## src/rtl/pipe5_pkg.sv

```systemverilog
package pipe5_pkg;

   localparam logic [5:0] OP_RTYPE = 6'h00;
   localparam logic [5:0] OP_ORI   = 6'h0D;
   localparam logic [5:0] OP_LW    = 6'h23;
   localparam logic [5:0] OP_SW    = 6'h2B;
   localparam logic [5:0] OP_BEQ   = 6'h04;
   localparam logic [5:0] FN_ADDU  = 6'h21;
   localparam logic [5:0] FN_SUBU  = 6'h23;

   typedef enum logic [1:0] {
      ALU_ADD = 2'd0,
      ALU_SUB = 2'd1,
      ALU_OR  = 2'd2
   } alu_op_e;

   typedef struct packed {
      logic    reg_we;
      logic    mem_we;
      logic    mem_to_reg;
      logic    dst_rd;
      logic    use_imm;
      logic    imm_signed;
      logic    is_branch;
      alu_op_e alu_op;
   } ctrl_t;

   localparam ctrl_t CTRL_NOP = '0;

endpackage

```

## src/rtl/pipe5_ctrl.sv

```systemverilog
module pipe5_ctrl
   import pipe5_pkg::*;
(
   input  logic [5:0] op,
   input  logic [5:0] funct,
   output ctrl_t      ctrl
);
   always_comb begin
      ctrl = CTRL_NOP;
      case (op)
         OP_RTYPE: begin
            if (funct == FN_ADDU) begin
               ctrl.reg_we = 1'b1;
               ctrl.dst_rd = 1'b1;
               ctrl.alu_op = ALU_ADD;
            end else if (funct == FN_SUBU) begin
               ctrl.reg_we = 1'b1;
               ctrl.dst_rd = 1'b1;
               ctrl.alu_op = ALU_SUB;
            end
         end
         OP_ORI: begin
            ctrl.reg_we  = 1'b1;
            ctrl.use_imm = 1'b1;
            ctrl.alu_op  = ALU_OR;
         end
         OP_LW: begin
            ctrl.reg_we     = 1'b1;
            ctrl.use_imm    = 1'b1;
            ctrl.imm_signed = 1'b1;
            ctrl.mem_to_reg = 1'b1;
            ctrl.alu_op     = ALU_ADD;
         end
         OP_SW: begin
            ctrl.mem_we     = 1'b1;
            ctrl.use_imm    = 1'b1;
            ctrl.imm_signed = 1'b1;
            ctrl.alu_op     = ALU_ADD;
         end
         OP_BEQ: begin
            ctrl.is_branch  = 1'b1;
            ctrl.imm_signed = 1'b1;
            ctrl.alu_op     = ALU_SUB;
         end
         default: ctrl = CTRL_NOP;
      endcase
   end
endmodule

```

## src/rtl/pipe5_alu.sv

```systemverilog
module pipe5_alu
   import pipe5_pkg::*;
#(
   parameter int DATA_W = 32
) (
   input  logic [DATA_W-1:0] a,
   input  logic [DATA_W-1:0] b,
   input  alu_op_e           op,
   output logic [DATA_W-1:0] y,
   output logic              zero
);
   always_comb begin
      case (op)
         ALU_SUB: y = a - b;
         ALU_OR:  y = a | b;
         default: y = a + b;
      endcase
   end
   assign zero = (y == '0);
endmodule

```

## src/rtl/pipe5_rf.sv

```systemverilog
module pipe5_rf #(
   parameter int DATA_W    = 32,
   parameter int REG_N     = 32,
   parameter bit HARD_ZERO = 1'b1
) (
   input  logic                     clk,
   input  logic                     rst_n,
   input  logic                     we,
   input  logic [$clog2(REG_N)-1:0] waddr,
   input  logic [DATA_W-1:0]        wdata,
   input  logic [$clog2(REG_N)-1:0] ra1,
   output logic [DATA_W-1:0]        rd1,
   input  logic [$clog2(REG_N)-1:0] ra2,
   output logic [DATA_W-1:0]        rd2,
   input  logic [$clog2(REG_N)-1:0] ra3,
   output logic [DATA_W-1:0]        rd3
);
   localparam int AW = $clog2(REG_N);

   logic [DATA_W-1:0] regs [REG_N];
   logic              wr_ok;

   generate
      if (HARD_ZERO) begin : g_zero
         assign wr_ok = we && (waddr != '0);
      end else begin : g_plain
         assign wr_ok = we;
      end
   endgenerate

   always_ff @(posedge clk or negedge rst_n) begin
      if (!rst_n) begin
         for (int i = 0; i < REG_N; i++) regs[i] <= '0;
      end else if (wr_ok) begin
         regs[waddr] <= wdata;
      end
   end

   function automatic logic [DATA_W-1:0] rd_thru(input logic [AW-1:0] a);
      return (wr_ok && (waddr == a)) ? wdata : regs[a];
   endfunction

   assign rd1 = rd_thru(ra1);
   assign rd2 = rd_thru(ra2);
   assign rd3 = rd_thru(ra3);
endmodule

```

## src/rtl/pipe5_core.sv

```systemverilog
module pipe5_core
   import pipe5_pkg::*;
#(
   parameter int          DATA_W    = 32,
   parameter int          REG_N     = 32,
   parameter logic [31:0] RESET_PC  = 32'h0,
   parameter bit          HARD_ZERO = 1'b1
) (
   input  logic        clk,
   input  logic        rst_n,
   output logic [31:0] imem_addr,
   input  logic [31:0] imem_rdata,
   output logic [31:0] dmem_addr,
   output logic [31:0] dmem_wdata,
   output logic        dmem_we,
   input  logic [31:0] dmem_rdata,
   input  logic [4:0]  dbg_raddr,
   output logic [31:0] dbg_rdata
);
   localparam int AW  = $clog2(REG_N);
   localparam int EXT = DATA_W - 16;

   generate
      if (DATA_W != 32) begin : g_bad_width
         $error("pipe5_core: DATA_W must be 32 for this instruction format");
      end
      if (REG_N != 32) begin : g_bad_regs
         $error("pipe5_core: REG_N must be 32 to match 5-bit register fields");
      end
   endgenerate

   // fetch
   logic [DATA_W-1:0] pc_q, pc_next;
   logic              mem_take;
   logic [DATA_W-1:0] exmem_target;
   assign imem_addr = pc_q;
   assign pc_next   = mem_take ? exmem_target : pc_q + DATA_W'(4);

   always_ff @(posedge clk or negedge rst_n) begin
      if (!rst_n) pc_q <= RESET_PC;
      else        pc_q <= pc_next;
   end

   logic [31:0]       ifid_ins;
   logic [DATA_W-1:0] ifid_pc4;
   always_ff @(posedge clk or negedge rst_n) begin
      if (!rst_n) begin
         ifid_ins <= '0;
         ifid_pc4 <= '0;
      end else begin
         ifid_ins <= imem_rdata;
         ifid_pc4 <= pc_q + DATA_W'(4);
      end
   end

   // decode
   ctrl_t             id_ctrl;
   logic [4:0]        id_rs, id_rt, id_rd, id_dest;
   logic [DATA_W-1:0] id_a, id_b, id_imm;
   logic              wb_we;
   logic [4:0]        wb_dest;
   logic [DATA_W-1:0] wb_data;

   assign id_rs = ifid_ins[25:21];
   assign id_rt = ifid_ins[20:16];
   assign id_rd = ifid_ins[15:11];

   pipe5_ctrl u_ctrl (
      .op    (ifid_ins[31:26]),
      .funct (ifid_ins[5:0]),
      .ctrl  (id_ctrl)
   );

   assign id_imm  = id_ctrl.imm_signed ? {{EXT{ifid_ins[15]}}, ifid_ins[15:0]}
                                       : {{EXT{1'b0}}, ifid_ins[15:0]};
   assign id_dest = id_ctrl.dst_rd ? id_rd : id_rt;

   pipe5_rf #(.DATA_W(DATA_W), .REG_N(REG_N), .HARD_ZERO(HARD_ZERO)) u_rf (
      .clk   (clk),
      .rst_n (rst_n),
      .we    (wb_we),
      .waddr (wb_dest[AW-1:0]),
      .wdata (wb_data),
      .ra1   (id_rs[AW-1:0]),
      .rd1   (id_a),
      .ra2   (id_rt[AW-1:0]),
      .rd2   (id_b),
      .ra3   (dbg_raddr[AW-1:0]),
      .rd3   (dbg_rdata)
   );

   ctrl_t             idex_ctrl;
   logic [DATA_W-1:0] idex_pc4, idex_a, idex_b, idex_imm;
   logic [4:0]        idex_dest;
   always_ff @(posedge clk or negedge rst_n) begin
      if (!rst_n) begin
         idex_ctrl <= CTRL_NOP;
         idex_pc4  <= '0;
         idex_a    <= '0;
         idex_b    <= '0;
         idex_imm  <= '0;
         idex_dest <= '0;
      end else begin
         idex_ctrl <= id_ctrl;
         idex_pc4  <= ifid_pc4;
         idex_a    <= id_a;
         idex_b    <= id_b;
         idex_imm  <= id_imm;
         idex_dest <= id_dest;
      end
   end

   // execute
   logic [DATA_W-1:0] ex_y, ex_target;
   logic              ex_zero;

   pipe5_alu #(.DATA_W(DATA_W)) u_alu (
      .a    (idex_a),
      .b    (idex_ctrl.use_imm ? idex_imm : idex_b),
      .op   (idex_ctrl.alu_op),
      .y    (ex_y),
      .zero (ex_zero)
   );
   assign ex_target = idex_pc4 + (idex_imm << 2);

   ctrl_t             exmem_ctrl;
   logic [DATA_W-1:0] exmem_y, exmem_b;
   logic              exmem_zero;
   logic [4:0]        exmem_dest;
   always_ff @(posedge clk or negedge rst_n) begin
      if (!rst_n) begin
         exmem_ctrl   <= CTRL_NOP;
         exmem_y      <= '0;
         exmem_b      <= '0;
         exmem_zero   <= 1'b0;
         exmem_target <= '0;
         exmem_dest   <= '0;
      end else begin
         exmem_ctrl   <= idex_ctrl;
         exmem_y      <= ex_y;
         exmem_b      <= idex_b;
         exmem_zero   <= ex_zero;
         exmem_target <= ex_target;
         exmem_dest   <= idex_dest;
      end
   end

   // memory
   assign dmem_addr  = exmem_y;
   assign dmem_wdata = exmem_b;
   assign dmem_we    = exmem_ctrl.mem_we;
   assign mem_take   = exmem_ctrl.is_branch && exmem_zero;

   logic              memwb_m2r;
   logic [DATA_W-1:0] memwb_y, memwb_ld;
   always_ff @(posedge clk or negedge rst_n) begin
      if (!rst_n) begin
         wb_we     <= 1'b0;
         memwb_m2r <= 1'b0;
         memwb_y   <= '0;
         memwb_ld  <= '0;
         wb_dest   <= '0;
      end else begin
         wb_we     <= exmem_ctrl.reg_we;
         memwb_m2r <= exmem_ctrl.mem_to_reg;
         memwb_y   <= exmem_y;
         memwb_ld  <= dmem_rdata;
         wb_dest   <= exmem_dest;
      end
   end

   // write-back
   assign wb_data = memwb_m2r ? memwb_ld : memwb_y;

endmodule

```

## config.mk

```make
export PLATFORM = sky130hd
export DESIGN_NAME = pipe5_core
export DESIGN_NICKNAME = d
export VERILOG_FILES = /design/src/rtl/pipe5_pkg.sv /design/src/rtl/pipe5_ctrl.sv /design/src/rtl/pipe5_alu.sv /design/src/rtl/pipe5_rf.sv /design/src/rtl/pipe5_core.sv
export SDC_FILE = /design/constraint.sdc
export NUM_CORES = 2
export LEC_CHECK = 0
export BUFFER_PORTS_ARGS = -buffer_cell sky130_fd_sc_hd__clkbuf_2
export CAP_MARGIN = 5
export CORE_MARGIN = 10
export CORE_UTILIZATION = 63
export CTS_CLUSTER_DIAMETER = 50
export DETAILED_ROUTE_END_ITERATION = 16
export GPL_TIMING_DRIVEN = 0
export PLACE_DENSITY = 0.78
export SLEW_MARGIN = 15
export SYNTH_ARGS = -nofsm -noshare
export SYNTH_HDL_FRONTEND = slang
export SYNTH_SLANG_ARGS = --single-unit
```

## constraint.sdc

```tcl
create_clock -name clk -period 6.8 [get_ports clk]
set_input_delay 0 -clock clk [delete_from_list [all_inputs] [get_ports clk]]
set_output_delay 0 -clock clk [all_outputs]
set_load 0.005 [all_outputs]
```

Word-level counts from Yosys, hierarchy flattened. Cells that the tools add are included.

Add/sub/neg operators: 4. Multiply operators: 0. Divide/modulo/power cells: 0. Magnitude comparators: 5. Equal/unequal tests: 11. Shifts and indexed selects: 0. Mux-type cells: 33. Bitwise operators: 5. Reduce and logical (&&, ||, !) cells: 12.

Operators by type and width (count): bitwise mux 1024 bit (1); binary-select mux 32 bit (select 5 bit) (3); two-way mux 32 bit (14); demux 32 bit (select 5 bit) (1); adder 32 bit (2); case mux 32 bit (2 select lines) (1); adder 32 x 3 -> 32 bit (second input constant) (1); logical NOT 32 bit (1); bitwise OR 32 bit (1); subtractor 32 bit (1); == test 6 bit (second input constant) (4); >= comparator 6 bit (second input constant) (4); inverter 5 -> 6 bit (4); == test 5 bit (3); two-way mux 1 bit (9); == test 6 x 3 -> 1 bit (second input constant) (1); == test 6 x 4 -> 1 bit (second input constant) (1); logical AND 1 bit (6); logical NOT 6 bit (1); less-than comparator 6 x 1 -> 1 bit (second input constant) (1); case mux 2 bit (3 select lines) (1); OR reduction 3 bit (2); two-way mux 5 bit (1); nonzero test 5 bit (1); 5 further kinds (5).

Bits in registers: 1437. Bits in latches: 0. Memory bits (writable): 0. Bits in read-only memories: 0. Input bits: 71. Output and inout bits: 129. Memories: 0.

Depth between registers and ports, before layout.
Depth after elaboration: 6. Mapped depth: 24. Depth with buffers taken out: 20.

By module. From an unflattened synthesis, not the netlist that was laid out.

Cell total of the unflattened synthesis: 5393. Area, all modules: 78407.7 sq um.

Modules (own cells, without submodules): pipe5_rf (times used 1, cells an instance 4076, area each 61948.2 sq um); pipe5_core (times used 1, cells an instance 827, area each 13274.0 sq um); pipe5_alu (times used 1, cells an instance 469, area each 3055.4 sq um); pipe5_ctrl (times used 1, cells an instance 21, area each 130.1 sq um).

Worst setup path before layout. Ideal clock, no wire load.

Kind: register to register. Start: reg idex_ctrl[4] in the netlist's numbering. End: reg exmem_zero. Setup time: 0.096 ns. Arrival: 4.927 ns. Data required time: 6.704 ns. Slack: 1.778 ns. Cell stages (with the launch flop): 22. Path buffers: 3. Path through: dfrtp_1 -> buf_2 -> buf_2 -> mux2i_1 -> ha_1 -> o21ai_1 -> or3_1 -> o21ai_0 -> nand2_1 -> xnor2_1 -> ha_1 -> clkbuf_1 -> nand2_1 -> o21ai_0 -> o21ai_0 -> a31oi_1 -> nand4_1 -> or4_1 -> or4b_1 -> nor4_1 -> o211ai_1 -> nor4_2.

Cells in the longest elaborated chain, start to end: 4. Elaborated cells on any way between the ends: 6. Those cells by class: add/sub (2); mux (2); bitwise (1); reduce/logical (1).

Ends and longest elaborated chain: start, declared (RTL line pipe5_core.sv:92) `ctrl_t idex_ctrl;`; start signal, assigned (RTL line pipe5_core.sv:104) `idex_ctrl <= id_ctrl;`; two-way mux 32 bit (*) (RTL line pipe5_core.sv:119) `.b (idex_ctrl.use_imm ? idex_imm : idex_b),`; adder 32 bit, or another cell as far along (RTL line pipe5_alu.sv:16) `default: y = a + b;`; case mux 32 bit (2 select lines) (*) (RTL line pipe5_alu.sv:13) `case (op)`; logical NOT 32 bit (*) (RTL line pipe5_alu.sv:19) `assign zero = (y == '0);`; named net ex_zero (RTL line pipe5_core.sv:115) `logic ex_zero;`; end signal, assigned (RTL line pipe5_core.sv:142) `exmem_zero <= ex_zero;`; end, declared (RTL line pipe5_core.sv:128) `logic exmem_zero;`.

The timed path passes the listed nets; every way through them passes the cells marked *. A chain may end at the register's enable or synchronous reset.

Final worst setup path.
Start: reg idex_ctrl[4] in the netlist's numbering. End: reg exmem_zero.

Cells in the longest elaborated chain, start to end: 4. Elaborated cells on any way between the ends: 6. Those cells by class: add/sub (2); mux (2); bitwise (1); reduce/logical (1).

Ends and longest elaborated chain: two-way mux 32 bit (*) (RTL line pipe5_core.sv:119); adder 32 bit, or another cell as far along (RTL line pipe5_alu.sv:16); case mux 32 bit (2 select lines) (*) (RTL line pipe5_alu.sv:13); named net ex_y[25] (RTL line pipe5_core.sv:114) `logic [DATA_W-1:0] ex_y, ex_target;`; logical NOT 32 bit (*) (RTL line pipe5_alu.sv:19); named net ex_zero (RTL line pipe5_core.sv:115).

Marked as above.

==> impl_metrics.ini <==
[run_status]
status = complete, no violations

[routing]
vias = 63330
drt-total-wl_um = 292700
ant_nets = 0
vias_per_cell = 7.432
drtIter0Drc = 10260
detail_route.wl_per_cell_um = 34.35
drt_first_pass_iters = 6
drc = 0

[floorplanning]
dieWidth_um = 368.8
chipHeight_um = 368.8
io_pins = 200
dieArea_um2 = 136000
std_cell_rows = 127
core_um2 = 120300
initial_core_util_pct = 63.71

[synth]
synthMuxAreaShare_pct = 29.36
synth_edf_count = 0
yosysWarnings = 0
synth-xor-area-share_pct = 1.280
synth_commonest_cells = dfrtp_1 (1,422), mux4_2 (960), nand2_1 (715), o21ai_0 (679), a21oi_1 (549)
yosys.area_share.simple_pct = 8.116
ys_ff_latch = 1422
synth.cell_area_um2 = 76640
synthAdderAreaFrac_pct = 1.081
synth_cells = 6245
ys_seq_area_share_pct = 46.43
synth_top_area_share_pct = 46.43
synth.distinct_cells = 69
syn_nets = 6381
synth_top_family_by_area = multiplexers
ys.flop_type = dfrtp_1
synthMostInstantiatedCell = dfrtp_1
yosysTopAreaCell = dfrtp_1
ys_top_cells_by_area = dfrtp_1 (46%), mux4_2 (28%), o21ai_0 (4.4%), a21oi_1 (3.6%), nand2_1 (3.5%)
synth_compound_area_share_pct = 10.45
syn_area_per_cell_um2 = 12.27
ys_async_sr_fraction_pct = 100.0

[min_path]
min_path_cells = 3
hold_start = dmem_rdata[4]
min_path_type = primary input to register
holdPathEnd = memwb_ld[4]

[timing]
final.setup.tns_ns = 0
max_slew_margin_pct = 6.663
skew_ns = 0.03573
setup_ws_ns = 0.1909
final_hold_viol_count = 0
slew_viol_final = 0
fmax_ghz = 0.1513
finalWorstPathRequiredPeriod_ns = 6.609
worst-slew-pin-transition_ns = 1.400
setup_viol = 0
rsz0062_at_grt = false
finalCritPeriodShare_pct = 97.19

[global_routing]
grt_remaining_overflow = 0
track_usage_pct = 43.21
antenna_found_initial = 16
grt_pass1_wl_um = 426600
grt_max_degree = 105
grt_pass1_vias = 62900

[power_and_ir_drop]
switching_share_pct = 32.98
p_switching_mw = 7.852
p_comb_share_pct = 21.3
pwr-share-seq_pct = 39.7
power.leakage_nw = 37.18
p_per_area_nw_per_um2 = 272.2
peakVddDrop_uv = 359.6
power.share.clock_pct = 39.0
intPower_mw = 15.95

[place]
port_buffers = 197
dp.cells = 8080
gp_congestion = 1.046
placed_area_um2 = 80360
dp_hpwl_um = 216500
pre_cts_slack_ns = -0.1423

[clocking]
clk_pin_slew_worst_paths_ns = 0.06
cts_inserted_buffers = 165
clkLatencyLatePin_ns = 0.85
clockBufferDepth = 3
clock-sinks = 1422
cts-root-buf = clkbuf_16
cts_tree = built
htree_levels = 4

[cells_and_area]
nNetsFinal = 6903
instances_no_fill = 8522
area_growth_pct = 14.11
stdcell_area_um2 = 87450
drive_above_1_share_pct = 23.37

[worst_setup_path]
cpMaxStageDelayCell = a211oi_1
r2r_slack_ns = 0.19
r2r_cells = 21
cp-start-kind = register
worstPathMaxFanout = 10
crit_family = compound AO/OA/AOI/OAI gates
endpoint_kind = register
path_common_cell = o211ai_1
cp.arrival_ns = 7.30
cp-startpoint = idex_ctrl[4]
crit_type = register to register
reg2reg_to = exmem_zero
rr_startpoint = idex_ctrl[4]
crit_buf_inv = 2
cpPeakStageDelay_ns = 0.71
cp_cell_sequence = clkbuf_4 > clkbuf_4 > mux2i_1 > o211ai_1 > or3_1 > a211oi_2 > nand2_1 > nor3_1 > o21ai_0 > o211ai_1 > o21ai_0 > ha_1 > nand4_1 > nor2_1 > o211ai_1 > a31oi_1 > nor4_1 > a211oi_1 > nor4_4 > o211ai_1 > nor4_2
required_ns = 7.49

[flow_run]
drv_cap = 0
## state kept, by name (all words and copies together) (netlist names), 7 cells and up
signal        flops
memwb_ld         32
memwb_y          32
idex_a           32
ifid_pc4         32
idex_b           32
idex_ctrl         7
idex_imm         17
ifid_ins         32
idex_pc4         32
dmem_addr        32
imem_addr        32
dmem_wdata       32
exmem_target     32
u_rf.regs      1024
## worst max-delay path by stage
stage | end | slack, ns | cells after the start
2_1_floorplan | exmem_zero | 1.78 | 21
5_1_grt | exmem_zero | 0.02 | 21
3_5_place_dp | exmem_zero | -0.14 | 21
4_1_cts | exmem_zero | 0.08 | 21
3_3_place_gp | dmem_addr[26] | -28.35 | 1
6_report | exmem_zero | 0.19 | 21
## what timing repair did
action                     in CTS  in global routing
pin swaps                       0                  1
setup buffers                   0                  2
hold buffers                  131                  0
hold endpoints to repair      513                  0
setup endpoints to repair       1                  2
cloned                          0                  0
resized for setup               2                 12
## per-layer routing
layer,wire [µm],global-route usage (%)
met1,96380,53.73
met2,127200,61.54
met3,39670,15.49
met4,29220,33.63
met5,222,0.7117
## layout make-up
type | count | area [µm²]
well taps | 1612 | 2017
inverters | 47 | 176.4
fillers | 8014 | 32840
repair buffers | 356 | 2882
multi-input cells | 4157 | 38750
clock inverters | 79 | 973.4
clock buffers | 223 | 4658
diodes | 8 | 20.02
plain buffers | 618 | 2395
flip-flops and latches | 1422 | 35580
## metrics by stage
stage / hold WS, ns / utilization [%] / total power [mW]
5_1_grt: 0.3381 / 72.70 / 24.31
6_report: 0.3305 / 72.70 / 23.80
3_5_place_dp: 0.04844 / 66.80 / 14.30
4_1_cts: 0.3271 / 72.60 / 23.48
3_3_place_gp: 0.1091 / 66.21 / 14.14
2_1_floorplan: -0.2956 / - / 12.08
## layout by cell type (no fill, tap or decap), types with 12 or more instances in the layout
cell type	instances
ha_1	63
inv_1	47
nand2_1	715
clkbuf_8	30
buf_1	56
xnor2_1	72
buf_16	18
bufinv_16	13
nand3_1	29
inv_6	15
o21ai_0	678
nand4_1	21
mux2i_2	27
a21oi_1	549
and3_1	18
a21o_1	31
dlygate4sd3_1	130
mux2_2	36
clkbuf_16	166
dfrtp_1	1422
a211oi_1	114
nor3_1	29
nor2_1	461
mux2i_1	16
clkinv_2	22
xor2_1	40
clkbuf_1	538
o211ai_1	12
mux4_2	960
buf_2	24
nor2b_1	107
clkbuf_2	223
## power groups by stage
stage	clock, mW	combinational [mW]	sequential (mW)
6_report	9.29	5.07	9.45
3_3_place_gp	0	4.60	9.54
2_1_floorplan	0	2.70	9.39
4_1_cts	9.23	4.83	9.42
3_5_place_dp	0	4.74	9.56
5_1_grt	9.58	5.24	9.49
## worst reg2reg max path, delay by kind of cell (launching register included)
family,cells,cell delay [ns]
fa+ha+maj,1,0.41
simple gates,8,1.82
mux,1,0.46
compound gates,9,2.78
flops,1,0.35
buf+inv,2,0.65
## kinds of logic (layout without fill, tap and decap cells)
kind of cell | Yosys count | count (layout)
AND/OR/NAND/NOR | 1468 | 1468
adder cells (fa/ha/maj) | 65 | 65
XOR/XNOR | 112 | 112
buffers and inverters | 666 | 1323
AO/OA/AOI/OAI | 1469 | 1469
multiplexers | 1043 | 1043
flip-flops | 1422 | 1422
other | 0 | 8
(Power assumes the default switching activity.)
